`src/rtl/mvm_pkg.sv`:
```
package mvm_pkg;
  localparam int unsigned REG_AW = 3;

  localparam logic [REG_AW-1:0] SEL_LOCK  = 3'd0;
  localparam logic [REG_AW-1:0] SEL_CTRL  = 3'd1;
  localparam logic [REG_AW-1:0] SEL_STAT  = 3'd2;
  localparam logic [REG_AW-1:0] SEL_OFS   = 3'd3;
  localparam logic [REG_AW-1:0] SEL_STAT2 = 3'd4;

  localparam int unsigned CTL_EN_POS  = 0;
  localparam int unsigned CTL_CLR_POS = 1;

  localparam int unsigned SIDE_INSTR = 0;
  localparam int unsigned SIDE_DATA  = 1;
endpackage

```
`src/rtl/mvm_ctrl_regs.sv`:
```
module mvm_ctrl_regs
  import mvm_pkg::*;
(
  input  logic              clk,
  input  logic              rst,
  input  logic              wr_en,
  input  logic [REG_AW-1:0] sel,
  input  logic              wd_en,
  input  logic              wd_clr,
  output logic              lock_q,
  output logic              en_q,
  output logic              clr_q
);

  always_ff @(posedge clk) begin
    if (rst) begin
      lock_q <= 1'b0;
      en_q   <= 1'b0;
      clr_q  <= 1'b0;
    end else if (wr_en) begin
      if (sel == SEL_LOCK && wd_en) lock_q <= 1'b1;
      if (sel == SEL_CTRL) begin
        clr_q <= wd_clr;
        if (!lock_q) en_q <= wd_en;
      end
    end
  end

  // the lock is sticky until reset
  a_r7_lock_sticky: assert property (@(posedge clk) disable iff (rst)
    lock_q |=> lock_q);

  // enable is frozen while locked
  a_r7_en_frozen: assert property (@(posedge clk) disable iff (rst)
    lock_q |=> $stable(en_q));

endmodule

```
`src/rtl/mvm_capture.sv`:
```
module mvm_capture #(
  parameter int unsigned OFS_W   = 16,
  parameter int unsigned WORLD_W = 2,
  parameter int unsigned BE_W    = 4
) (
  input  logic               clk,
  input  logic               rst,
  input  logic               strobe,
  input  logic [OFS_W-1:0]   ofs_in,
  input  logic               wr_in,
  input  logic               ls_in,
  input  logic [WORLD_W-1:0] world_in,
  input  logic [BE_W-1:0]    be_in,
  input  logic               lock_in,
  input  logic               en,
  input  logic               clr,
  output logic               pending_q,
  output logic [OFS_W-1:0]   ofs_q,
  output logic               wr_q,
  output logic               ls_q,
  output logic [WORLD_W-1:0] world_q,
  output logic [BE_W-1:0]    be_q,
  output logic               lkst_q
);

  logic take;
  assign take = strobe && en && !pending_q;

  always_ff @(posedge clk) begin
    if (rst || clr) begin
      pending_q <= 1'b0;
      ofs_q     <= '0;
      wr_q      <= 1'b0;
      ls_q      <= 1'b0;
      world_q   <= '0;
      be_q      <= '0;
      lkst_q    <= 1'b0;
    end else if (take) begin
      pending_q <= 1'b1;
      ofs_q     <= ofs_in;
      wr_q      <= wr_in;
      ls_q      <= ls_in;
      world_q   <= world_in;
      be_q      <= be_in;
      lkst_q    <= lock_in;
    end
  end

  // an armed strobe is captured at the next edge
  a_r2_capture: assert property (@(posedge clk) disable iff (rst)
    (strobe && en && !pending_q && !clr) |=> (pending_q && ofs_q == $past(ofs_in)));

  // a pending event holds its fields
  a_r4_hold: assert property (@(posedge clk) disable iff (rst)
    (pending_q && !clr) |=> (pending_q && $stable(ofs_q) && $stable(world_q) && $stable(wr_q)));

  // clear empties the captured state
  a_r5_clear: assert property (@(posedge clk) disable iff (rst)
    clr |=> (!pending_q && ofs_q == '0));

  // no capture while disabled
  a_r6_disabled: assert property (@(posedge clk) disable iff (rst)
    (!en && !pending_q) |=> !pending_q);

endmodule

```
`src/rtl/mvm_readback.sv`:
```
module mvm_readback
  import mvm_pkg::*;
#(
  parameter int unsigned SIDE    = 0,
  parameter int unsigned DATA_W  = 32,
  parameter int unsigned OFS_W   = 16,
  parameter int unsigned WORLD_W = 2,
  parameter int unsigned BE_W    = 4
) (
  input  logic               clk,
  input  logic               rst,
  input  logic [REG_AW-1:0]  sel,
  input  logic               lock,
  input  logic               en,
  input  logic               clr,
  input  logic               pending,
  input  logic [OFS_W-1:0]   ofs,
  input  logic               wr,
  input  logic               ls,
  input  logic [WORLD_W-1:0] world,
  input  logic [BE_W-1:0]    be,
  input  logic               lkst,
  output logic [DATA_W-1:0]  rdata
);

  localparam int unsigned WORLD_LSB = 2;
  localparam int unsigned KIND_POS  = WORLD_LSB + WORLD_W;
  localparam int unsigned BE_LSB    = WORLD_LSB + WORLD_W;
  localparam int unsigned LKST_POS  = BE_LSB + BE_W;

  logic [DATA_W-1:0] stat_a;
  logic [DATA_W-1:0] stat_b;
  logic [DATA_W-1:0] ctrl_word;
  logic [DATA_W-1:0] ofs_word;
  logic [DATA_W-1:0] lock_word;
  logic [DATA_W-1:0] nxt;

  generate
    if (SIDE == SIDE_INSTR) begin : g_instr
      logic unused_instr;
      assign unused_instr = ^{be, lkst};
      always_comb begin
        stat_a                      = '0;
        stat_a[0]                   = pending;
        stat_a[1]                   = wr;
        stat_a[WORLD_LSB +: WORLD_W] = world;
        stat_a[KIND_POS]            = ls;
        stat_b                      = '0;
      end
    end else begin : g_data
      logic unused_data;
      assign unused_data = ls;
      always_comb begin
        stat_a                      = '0;
        stat_a[0]                   = pending;
        stat_a[WORLD_LSB +: WORLD_W] = world;
        stat_a[BE_LSB +: BE_W]      = be;
        stat_a[LKST_POS]            = lkst;
        stat_b                      = '0;
        stat_b[0]                   = wr;
      end
    end
  endgenerate

  always_comb begin
    ctrl_word              = '0;
    ctrl_word[CTL_EN_POS]  = en;
    ctrl_word[CTL_CLR_POS] = clr;
    ofs_word               = '0;
    ofs_word[OFS_W-1:0]    = ofs;
    lock_word              = '0;
    lock_word[0]           = lock;
    case (sel)
      SEL_LOCK:  nxt = lock_word;
      SEL_CTRL:  nxt = ctrl_word;
      SEL_STAT:  nxt = stat_a;
      SEL_OFS:   nxt = ofs_word;
      SEL_STAT2: nxt = stat_b;
      default:   nxt = '0;
    endcase
  end

  always_ff @(posedge clk) begin
    if (rst) rdata <= '0;
    else     rdata <= nxt;
  end

endmodule

```
`src/rtl/mem_violation_monitor.sv`:
```
module mem_violation_monitor
  import mvm_pkg::*;
#(
  parameter int unsigned SIDE    = 0,
  parameter int unsigned ADDR_W  = 32,
  parameter int unsigned DATA_W  = 32,
  parameter int unsigned OFS_W   = 16,
  parameter int unsigned WORLD_W = 2,
  parameter int unsigned BE_W    = 4,
  parameter logic [ADDR_W-1:0] REGION_BASE = 32'h2000_0000
) (
  input  logic               clk,
  input  logic               rst,
  input  logic               viol_valid,
  input  logic [ADDR_W-1:0]  viol_addr,
  input  logic               viol_wr,
  input  logic               viol_ls,
  input  logic [WORLD_W-1:0] viol_world,
  input  logic [BE_W-1:0]    viol_be,
  input  logic               reg_wr_en,
  input  logic [REG_AW-1:0]  reg_addr,
  input  logic [DATA_W-1:0]  reg_wdata,
  output logic [DATA_W-1:0]  reg_rdata,
  output logic               irq
);

  localparam int unsigned OFS_LSB = 2;
  localparam int unsigned OFS_MSB = OFS_LSB + OFS_W - 1;

  logic              lock_q, en_q, clr_q;
  logic              pending_q, wr_q, ls_q, lkst_q;
  logic [OFS_W-1:0]  ofs_q;
  logic [WORLD_W-1:0] world_q;
  logic [BE_W-1:0]   be_q;
  logic [ADDR_W-1:0] diff;
  logic [OFS_W-1:0]  ofs_in;

  assign diff   = viol_addr - REGION_BASE;
  assign ofs_in = diff[OFS_MSB:OFS_LSB];

  logic unused_bits;
  assign unused_bits = ^{diff[OFS_LSB-1:0], diff[ADDR_W-1:OFS_MSB+1],
                         reg_wdata[DATA_W-1:CTL_CLR_POS+1]};

  mvm_ctrl_regs u_ctrl (
    .clk    (clk),
    .rst    (rst),
    .wr_en  (reg_wr_en),
    .sel    (reg_addr),
    .wd_en  (reg_wdata[CTL_EN_POS]),
    .wd_clr (reg_wdata[CTL_CLR_POS]),
    .lock_q (lock_q),
    .en_q   (en_q),
    .clr_q  (clr_q)
  );

  mvm_capture #(
    .OFS_W(OFS_W), .WORLD_W(WORLD_W), .BE_W(BE_W)
  ) u_cap (
    .clk       (clk),
    .rst       (rst),
    .strobe    (viol_valid),
    .ofs_in    (ofs_in),
    .wr_in     (viol_wr),
    .ls_in     (viol_ls),
    .world_in  (viol_world),
    .be_in     (viol_be),
    .lock_in   (lock_q),
    .en        (en_q),
    .clr       (clr_q),
    .pending_q (pending_q),
    .ofs_q     (ofs_q),
    .wr_q      (wr_q),
    .ls_q      (ls_q),
    .world_q   (world_q),
    .be_q      (be_q),
    .lkst_q    (lkst_q)
  );

  mvm_readback #(
    .SIDE(SIDE), .DATA_W(DATA_W), .OFS_W(OFS_W), .WORLD_W(WORLD_W), .BE_W(BE_W)
  ) u_rb (
    .clk     (clk),
    .rst     (rst),
    .sel     (reg_addr),
    .lock    (lock_q),
    .en      (en_q),
    .clr     (clr_q),
    .pending (pending_q),
    .ofs     (ofs_q),
    .wr      (wr_q),
    .ls      (ls_q),
    .world   (world_q),
    .be      (be_q),
    .lkst    (lkst_q),
    .rdata   (reg_rdata)
  );

  assign irq = pending_q;

endmodule

```
`config.mk`:
```
export PLATFORM = sky130hd
export DESIGN_NAME = mem_violation_monitor
export DESIGN_NICKNAME = d
export VERILOG_FILES = /design/src/rtl/mvm_pkg.sv /design/src/rtl/mvm_ctrl_regs.sv /design/src/rtl/mvm_capture.sv /design/src/rtl/mvm_readback.sv /design/src/rtl/mem_violation_monitor.sv
export SDC_FILE = /design/constraint.sdc
export NUM_CORES = 1
export LEC_CHECK = 0
export BUFFER_PORTS_ARGS = -buffer_cell sky130_fd_sc_hd__buf_2
export CAP_MARGIN = 20
export CORE_MARGIN = 2
export CORE_UTILIZATION = 35
export CTS_CLUSTER_DIAMETER = 120
export CTS_CLUSTER_SIZE = 30
export DETAILED_ROUTE_END_ITERATION = 8
export HOLD_SLACK_MARGIN = 0.15
export PLACE_DENSITY = 0.74
export SYNTH_ARGS = -nofsm -noshare
export SYNTH_HDL_FRONTEND = slang
export SYNTH_SLANG_ARGS = --single-unit
```
`constraint.sdc`:
```
create_clock -name clk -period 1.2 [get_ports clk]
set_clock_uncertainty 0.2 [all_clocks]
set_input_delay 0.24 -clock clk [delete_from_list [all_inputs] [get_ports clk]]
set_output_delay 0.24 -clock clk [all_outputs]
set_load 0.02 [all_outputs]
```
**Word-level counts from Yosys, hierarchy flattened**

Index checks and enable logic that the tools add are counted.
Widths: inputs -> output; s select.

- $add $sub $neg: 1
- Equal/unequal tests: 3
- Mux-type cells: 1
- Bitwise logic cells: 1
- Reductions and logical operators: 9

Operator list:

| cell | number |
|---|---|
| $pmux 16 s4 | 1 |
| $sub 18x1->18 const B | 1 |
| $eq 3x2->1 const B | 2 |
| $reduce_and 2->1 | 2 |
| $eq 3x1->1 const B | 1 |
| $logic_and 1x1->1 | 3 |
| $logic_not 3->1 | 1 |
| $reduce_and 3->1 | 1 |
| $logic_not 1->1 | 1 |
| $logic_or 1x1->1 | 1 |
| $not 1->1 | 1 |

- Bits in registers: 56
- Input bits: 79
- Output and inout port bits: 33
- Logic and storage cells: 24

**Depth between registers and ports, before layout**

Gate-level depths: netlist (run 1).

- Depth in word-level cells: 3
- Depth in mapped cells: 4
- Depth with buffers taken out: 3

**Modules after synthesis**

From an unflattened synthesis (run 1), not the netlist that was laid out.

- Cell total of the unflattened synthesis: 195
- Area, all modules: 2,153.3 um^2

Modules (own cells, without submodules):

| module | instances | cells each | area an instance (um^2) | sequential area each (um^2) |
|---|---|---|---|---|
| mvm_capture | 1 | 119 | 1,378.8 | 520.5 |
| mvm_readback | 1 | 62 | 649.4 | 320.3 |
| mvm_ctrl_regs | 1 | 14 | 125.1 | 60.1 |

**Least setup slack after synthesis (run 1)**

OpenSTA, ideal clock, no wires.

- Path type: register -> register
- Start: register u_cap.pending_q
- End: register u_cap.ls_q
- Setup time: 0.070 ns
- Arrival: 1.069 ns
- Data required time: 0.930 ns
- Path slack: -0.139 ns
- Cell stages (with the launch flop): 5
- Buffers on the path: 1
- Clock period less this slack: 1.339 ns
- Cells stage by stage: dfxtp_1 -> nand3b_1 -> clkbuf_1 -> nand2_1 -> a21oi_1

- Word-level cells in the longest chain between the ends: 2

RTL lines:

| element | line | source |
|---|---|---|
| from (decl) | mvm_capture.sv:17 | `output logic pending_q,` |
| from (signal assigned) | mvm_capture.sv:31 | `pending_q <= 1'b0;` |
| from (signal assigned) | mvm_capture.sv:39 | `pending_q <= 1'b1;` |
| $logic_not 1->1 | mvm_capture.sv:27 | `assign take = strobe && en && !pending_q;` |
| $logic_and 1x1->1 | mvm_capture.sv:27 |  |
| to (signal assigned) | mvm_capture.sv:42 | `ls_q <= ls_in;` |
| to (decl) | mvm_capture.sv:20 | `output logic ls_q,` |

No other way between the ends.
A chain may end at the register's enable or synchronous reset.

**Final worst setup path (run 1)**

- Start: register u_cap.pending_q
- End: register u_cap.ofs_q[10]

- Word-level cells in the longest chain between the ends: 2

RTL lines:

| element | line | source |
|---|---|---|
| $logic_not 1->1 | mvm_capture.sv:27 |  |
| $logic_and 1x1->1 | mvm_capture.sv:27 |  |
| to (signal assigned) | mvm_capture.sv:40 | `ofs_q <= ofs_in;` |
| to (decl) | mvm_capture.sv:18 | `output logic [OFS_W-1:0] ofs_q,` |

No other way between the ends.

==> metrics.md, run 1 <==
| Metric | Value |
|---|---|
| Status | finished, violations left |
| Failing checks | setup timing |
| Synth Cell Area | 1500 um^2 |
| Vias in the first global route | 1228 |
| Final Critical Period | 1.31 ns |
| Fmax | 0.763 GHz |
| Layout cells sized above 1 | 39.8% |
| CTS tree | built |
| Hold depth | 4 |
| WL met3 | 208 um |
| Tot GR Track Use | 14.7% |
| Crit path DAT | 1.28 ns |
| Worst hold endpoint | u_ctrl.lock_q |
| Layout fillers | 360 |
| CTS H-tree lvls | 2 |
| Power Dens Cells | 1150 nW/um^2 |
| TritonRoute pass-1 iters | 4 |
| WL met1 | 1.54 mm |
| Most frequent cells in the layout | nand2_1 (32), dfxtp_1 (31), buf_2 (28) |
| Clock transition at path regs | 0.08 ns |
| RSZ-0062 raised after global routing | yes |
| Core ar. | 4060 um^2 |
| Fin crit share | 109% |
| Syn_area_per_cell | 9.01 um^2 |
| Final WL | 3.52 mm |
| CTS Buf Count | 5 |
| Area post-placement | 1800 um^2 |
| P&R area growth vs syn | 61.5% |
| Crit path required time | 1.17 ns |
| Cells on worst reg2reg path | 5 |
| Largest net degree at the start of global routing | 22 |
| Starting Density | 37.1% |
| ANT nets after route | 0 |
| Routed WL per cell | 11.7 um |
| Max-Cap Viols | 0 |
| Reg2reg setup slack | -0.11 ns |
| Hold_sp | reg_addr[2] |
| Leading cell type in the layout, fill and taps excluded | nand2_1 |
| PortBufs | 45 |
| Post-Syn Instances | 167 |
| Die H | 69.6 um |
| Worst skew pair latency | 0.29 ns |
| DR vias | 1310 |
| Crit Path Class | reg -> reg |
| HP Class | in -> reg |
| CTS root buf | clkbuf_8 |
| Area of the multi-input gates | 668 um^2 |
| Final instance area | 2430 um^2 |
| DIE AREA | 4840 um^2 |
| CTS sink cnt | 40 |
| Pwr Total | 2800 uW |
| FP Rows | 23 |
| Post-DP HPWL | 2.04 mm |
| Sequential share of the synthesized area | 53.2% |
| Startpoint types | register |
| P_leak | 0.00106 uW |
| Final WS setup | -0.110 ns |
| Netlist cell types | 24 |
| DRC | 0 |
| Max clock buf depth | 2 |
| Nets | 329 |
| Die extent in x | 69.6 um |
| Post-synthesis register bit count | 40 |
| Top sig layer | met4 |
| Antenna cells | 0 |
| GRT Residual Overflow | 0 |
| Initial DRC count | 37 |
| Critical Path End Type | register |
| Worst r2r src | u_cap.pending_q |
| I/O pin count | 112 |
| CP Max Fanout | 5 |
| Routability Congestion | 0.737 |
| WL met2 | 1.67 mm |
| Max-slew violations | 0 |
| First-pass GRT wire length | 5.53 mm |
| Initial antenna violation count | 0 |
| Final Setup Violations | 22 |
| Vias per cell | 4.35 |
| FF/Latch Area | 812 um^2 |
| Maximum vdd ir drop | 642 uV |
| Final Hold Vio Count | 0 |
| Reg-to-Reg End | u_cap.ofs_q[10] |
| Dpl ws | -0.146 ns |
| Synth warnings | 0 |
| Setup_tns | -1.07 ns |
-- critical path, stage by stage, from the launching register on --
cell       delay, ns
dfxtp_2         0.35
and3b_2         0.24
buf_12          0.14
clkbuf_16       0.15
nand2_2         0.06
a21oi_1         0.06
-- layer usage --
metal	global-route usage, %	vias up
met3	4.07	11
met4	8.93	0
met5	0	-
li1	-	669
met2	23.7	53
met1	17.4	577
-- what timing repair did --
item / 4_1_cts / 5_1_grt
hold buffers: 26 / 0
cloned: 1 / 1
gates resized for setup: 14 / 51
endpoints found under the setup margin: 28 / 37
pin swaps: 0 / 10
buffers inserted: 1 / 1
endpoints found under the hold margin: 24 / 0
-- registers in the layout (all words and copies together) (netlist names) --
| signal | flops |
|---|---|
| u_cap.world_q | 2 |
| u_cap.ofs_q | 16 |
| u_cap.wr_q | 1 |
| u_ctrl.lock_q | 1 |
| u_cap.ls_q | 1 |
| u_ctrl.en_q | 1 |
| u_cap.pending_q | 1 |
| u_rb.rdata | 16 |
| u_ctrl.clr_q | 1 |
-- synth_stat cells, drive strengths merged --
| library cell | number | share of area, % |
|---|---|---|
| nand2 | 42 | 10 |
| dfxtp | 40 | 53 |
| a21oi | 23 | 7.7 |
| buf | 19 | 9.4 |
| and2 | 12 | 5.0 |
| nor2 | 7 | 1.7 |
| clkbuf | 5 | 1.3 |
| mux2i | 4 | 2.7 |
| inv | 2 | 0.50 |
| nand3b | 2 | 1.0 |
| a21boi | 1 | 0.50 |
| a41o | 1 | 0.67 |
| and3 | 1 | 0.50 |
| and3b | 1 | 0.58 |
| and4bb | 1 | 0.83 |
| conb | 1 | 0.25 |
| mux2 | 1 | 0.75 |
| mux4 | 1 | 1.5 |
| nand2b | 1 | 0.42 |
| nor4b | 1 | 0.58 |
| or2 | 1 | 0.42 |
-- report_power, final --
group          internal (uW)  switching (uW)  leakage (uW)
combinational            133             130      0.000667
sequential              1330            4.30      0.000327
clock                    734             460     0.0000645
-- metrics by stage --
step / std cells / hold WS [ns] / utilization, %
2_1_floorplan: 182 / 0.112 / -
3_3_place_gp: 264 / 0.234 / 44.2
3_5_place_dp: 264 / 0.240 / 44.2
4_1_cts: 300 / 0.106 / 55.7
5_1_grt: 301 / 0.200 / 59.9
6_report: 301 / 0.116 / 59.9
-- cells by family after synthesis --
| logic type | share of synthesized area [%] |
|---|---|
| and+or+nand+nor | 21.5 |
| buffers and inverters | 11.2 |
| other | 0.249 |
| muxes | 4.91 |
| DFF | 53.2 |
| AOI/OAI and AO/OA | 8.82 |
-- worst max-delay path by stage --
| stage | start | to | slack [ns] | depth (start not counted) |
|---|---|---|---|---|
| finish | u_cap.pending_q | u_cap.ofs_q[10] | -0.11 | 5 |
| global route | u_cap.pending_q | u_cap.ofs_q[10] | -0.17 | 5 |
| CTS | u_cap.pending_q | irq | -0.11 | 2 |
| detailed placement | reg_addr[0] | u_rb.rdata[0] | -0.15 | 3 |
| global placement | reg_addr[0] | u_rb.rdata[0] | -0.14 | 3 |
| floorplan | reg_addr[0] | u_rb.rdata[0] | -0.05 | 3 |
-- cell type report --
class / instances / share of cell area [%]
clock buffer: 7 / 3.97
timing repair buffer: 85 / 31.0
tap: 50 / 2.58
inverter: 2 / 0.309
clock inverter: 1 / 1.24
multi-input combinational: 116 / 27.5
sequential: 40 / 33.4
Power figures use the tool's default switching activity.
==> inputs of run 2 (changes only) <==
Settings changed: SETUP_SLACK_MARGIN from default to 0.5.
==> metrics.md, run 2 (synthesis results as in run 1) <==
| Metric | Value |
|---|---|
| Tot GR Track Use | 15.5% |
| Fin crit share | 109% |
| DRC | 0 |
| CP Max Fanout | 4 |
| CTS sink cnt | 40 |
| Antenna cells | 0 |
| Reg-to-Reg End | u_cap.ofs_q[8] |
| Layout cells sized above 1 | 66.8% |
| DIE AREA | 4840 um^2 |
| Slowest cell on the critical path | dfxtp_4 |
| Final core utilization | 59.5% |
| Reg2reg setup slack | -0.06 ns |
| Final Setup Violations | 22 |
| PortBufs | 45 |
| Final hold slack | -0.0209 ns |
| P_leak | 0.00101 uW |
| Dpl ws | -0.129 ns |
| Final WL | 3.78 mm |
| P&R area growth vs syn | 60.4% |
| Power Dens Cells | 1010 nW/um^2 |
| Failing checks | hold timing, setup timing |
| Setup_tns | -0.879 ns |
| Max-slew violations | 0 |
| TritonRoute pass-1 iters | 4 |
| Crit path DAT | 0.87 ns |
| DR vias | 1324 |
| Routed WL per cell | 13.4 um |
| Initial DRC count | 36 |
| Critical Path End Type | output pin |
| Maximum vdd ir drop | 493 uV |
| Most frequent cells in the layout | buf_6 (30), nand2_1 (24), buf_2 (24) |
| Die H | 69.6 um |
| First-pass GRT wire length | 5.83 mm |
| Nets | 310 |
| CP dominant cell by count | buf_6 |
| Worst r2r src | u_cap.pending_q |
| Max clock buf depth | 2 |
| Largest registers | u_cap.ofs_q: 16 flops, u_rb.rdata: 16 flops, u_cap.world_q: 2 flops |
| Routability Congestion | 0.733 |
| GRT Residual Overflow | 0 |
| CTS root buf | clkbuf_8 |
| Cells on worst reg2reg path | 4 |
| CTS H-tree lvls | 2 |
| HP Class | in -> reg |
| Final Critical Period | 1.31 ns |
| Startpoint types | register |
| Leading cell type in the layout, fill and taps excluded | buf_6 |
| Crit path required time | 0.76 ns |
| Clock transition at path regs | 0.08 ns |
| Crit Path Class | reg -> out |
| Largest net degree at the start of global routing | 14 |
| CTS tree | built |
| Starting Density | 37.1% |
| Hold_sp | viol_addr[9] |
| Vias per cell | 4.70 |
| Max-Cap Viols | 0 |
| Final Hold Vio Count | 11 |
| CTS Buf Count | 5 |
| ANT nets after route | 0 |
| Fmax | 0.765 GHz |
| Final WS setup | -0.107 ns |
| Worst hold endpoint | u_cap.ofs_q[7] |
| Vias in the first global route | 1290 |
| Critical path's largest stage delay | 0.35 ns |
| Post-DP HPWL | 2.19 mm |
| Hold depth | 3 |
| Die extent in x | 69.6 um |
| Worst-path cell chain | buf_6 -> buf_6 |
| RSZ-0062 raised after global routing | yes |
| I/O pin count | 112 |
| Initial antenna violation count | 0 |
| FP Rows | 23 |
| Core ar. | 4060 um^2 |
| Worst skew pair latency | 0.29 ns |
| Status | finished, violations left |
run 2: changes by cell type in the layout (fill, tap and decap cells not counted), moves of 4 or more:
cell	delta
dfxtp_1	-15
buf_2	-4
nand2_1	-8
buf_6	+15
dfxtp_4	+18
and2_1	-8
dlygate4sd3_1	-26
buf_4	-5
nand2_2	+6
a21oi_1	-12
and2_4	+8
a21oi_2	+12
run 2: worst max-delay path by stage:
stage	start	to	slack, ns
3_5_place_dp	reg_addr[0]	u_rb.rdata[0]	-0.13
2_1_floorplan	reg_addr[0]	u_rb.rdata[0]	-0.05
5_1_grt	u_cap.pending_q	irq	-0.14
4_1_cts	u_cap.pending_q	irq	-0.12
3_3_place_gp	reg_addr[0]	u_rb.rdata[0]	-0.12
6_report	u_cap.pending_q	irq	-0.11
run 2: metrics by stage:
stage | instance area [um^2] | instances | power (uW)
after floorplan | 1660 | 182 | 1480
after global placement | 1840 | 265 | 1500
after detailed placement | 1840 | 265 | 1510
after CTS | 2270 | 282 | 2420
after global routing | 2410 | 282 | 2540
final | 2410 | 282 | 2430
run 2: where the power goes:
part / switching (uW) / internal [uW] / leakage, uW
combinational: 148 / 114 / 0.000631
sequential: 6.06 / 1300 / 0.000340
clock: 462 / 401 / 0.0000378
run 2: final cells by class:
cell class | count | area [um^2]
well taps | 50 | 62.6
multi-input cells | 119 | 831
inverters | 2 | 10.0
repair buffers | 63 | 546
flip-flops and latches | 40 | 876
fillers | 330 | 1650
clock buffers | 5 | 68.8
clock inverters | 3 | 18.8
run 2: what timing repair did:
| action | CTS | global route |
|---|---|---|
| endpoints found under the setup margin | 57 | 57 |
| buffers inserted | 4 | 0 |
| pin swaps | 29 | 28 |
| gates resized for setup | 89 | 44 |
| endpoints found under the hold margin | 28 | 27 |
| cloned | 5 | 0 |
run 2: routing by layer:
| metal | GRT usage, % | wire length (um) | up-vias |
|---|---|---|---|
| met1 | 16.3 | 1460 | 623 |
| met4 | 7.63 | 76 | 0 |
| met3 | 4.80 | 234 | 7 |
| met2 | 27.8 | 2010 | 50 |
| li1 | - | - | 644 |
| met5 | 0 | 0 | - |
run 2: worst max-delay path: cells and delay by family, from the launching register on:
family	cells	cell delay, ns
flip-flops	1	0.35
buffers and inverters	2	0.23
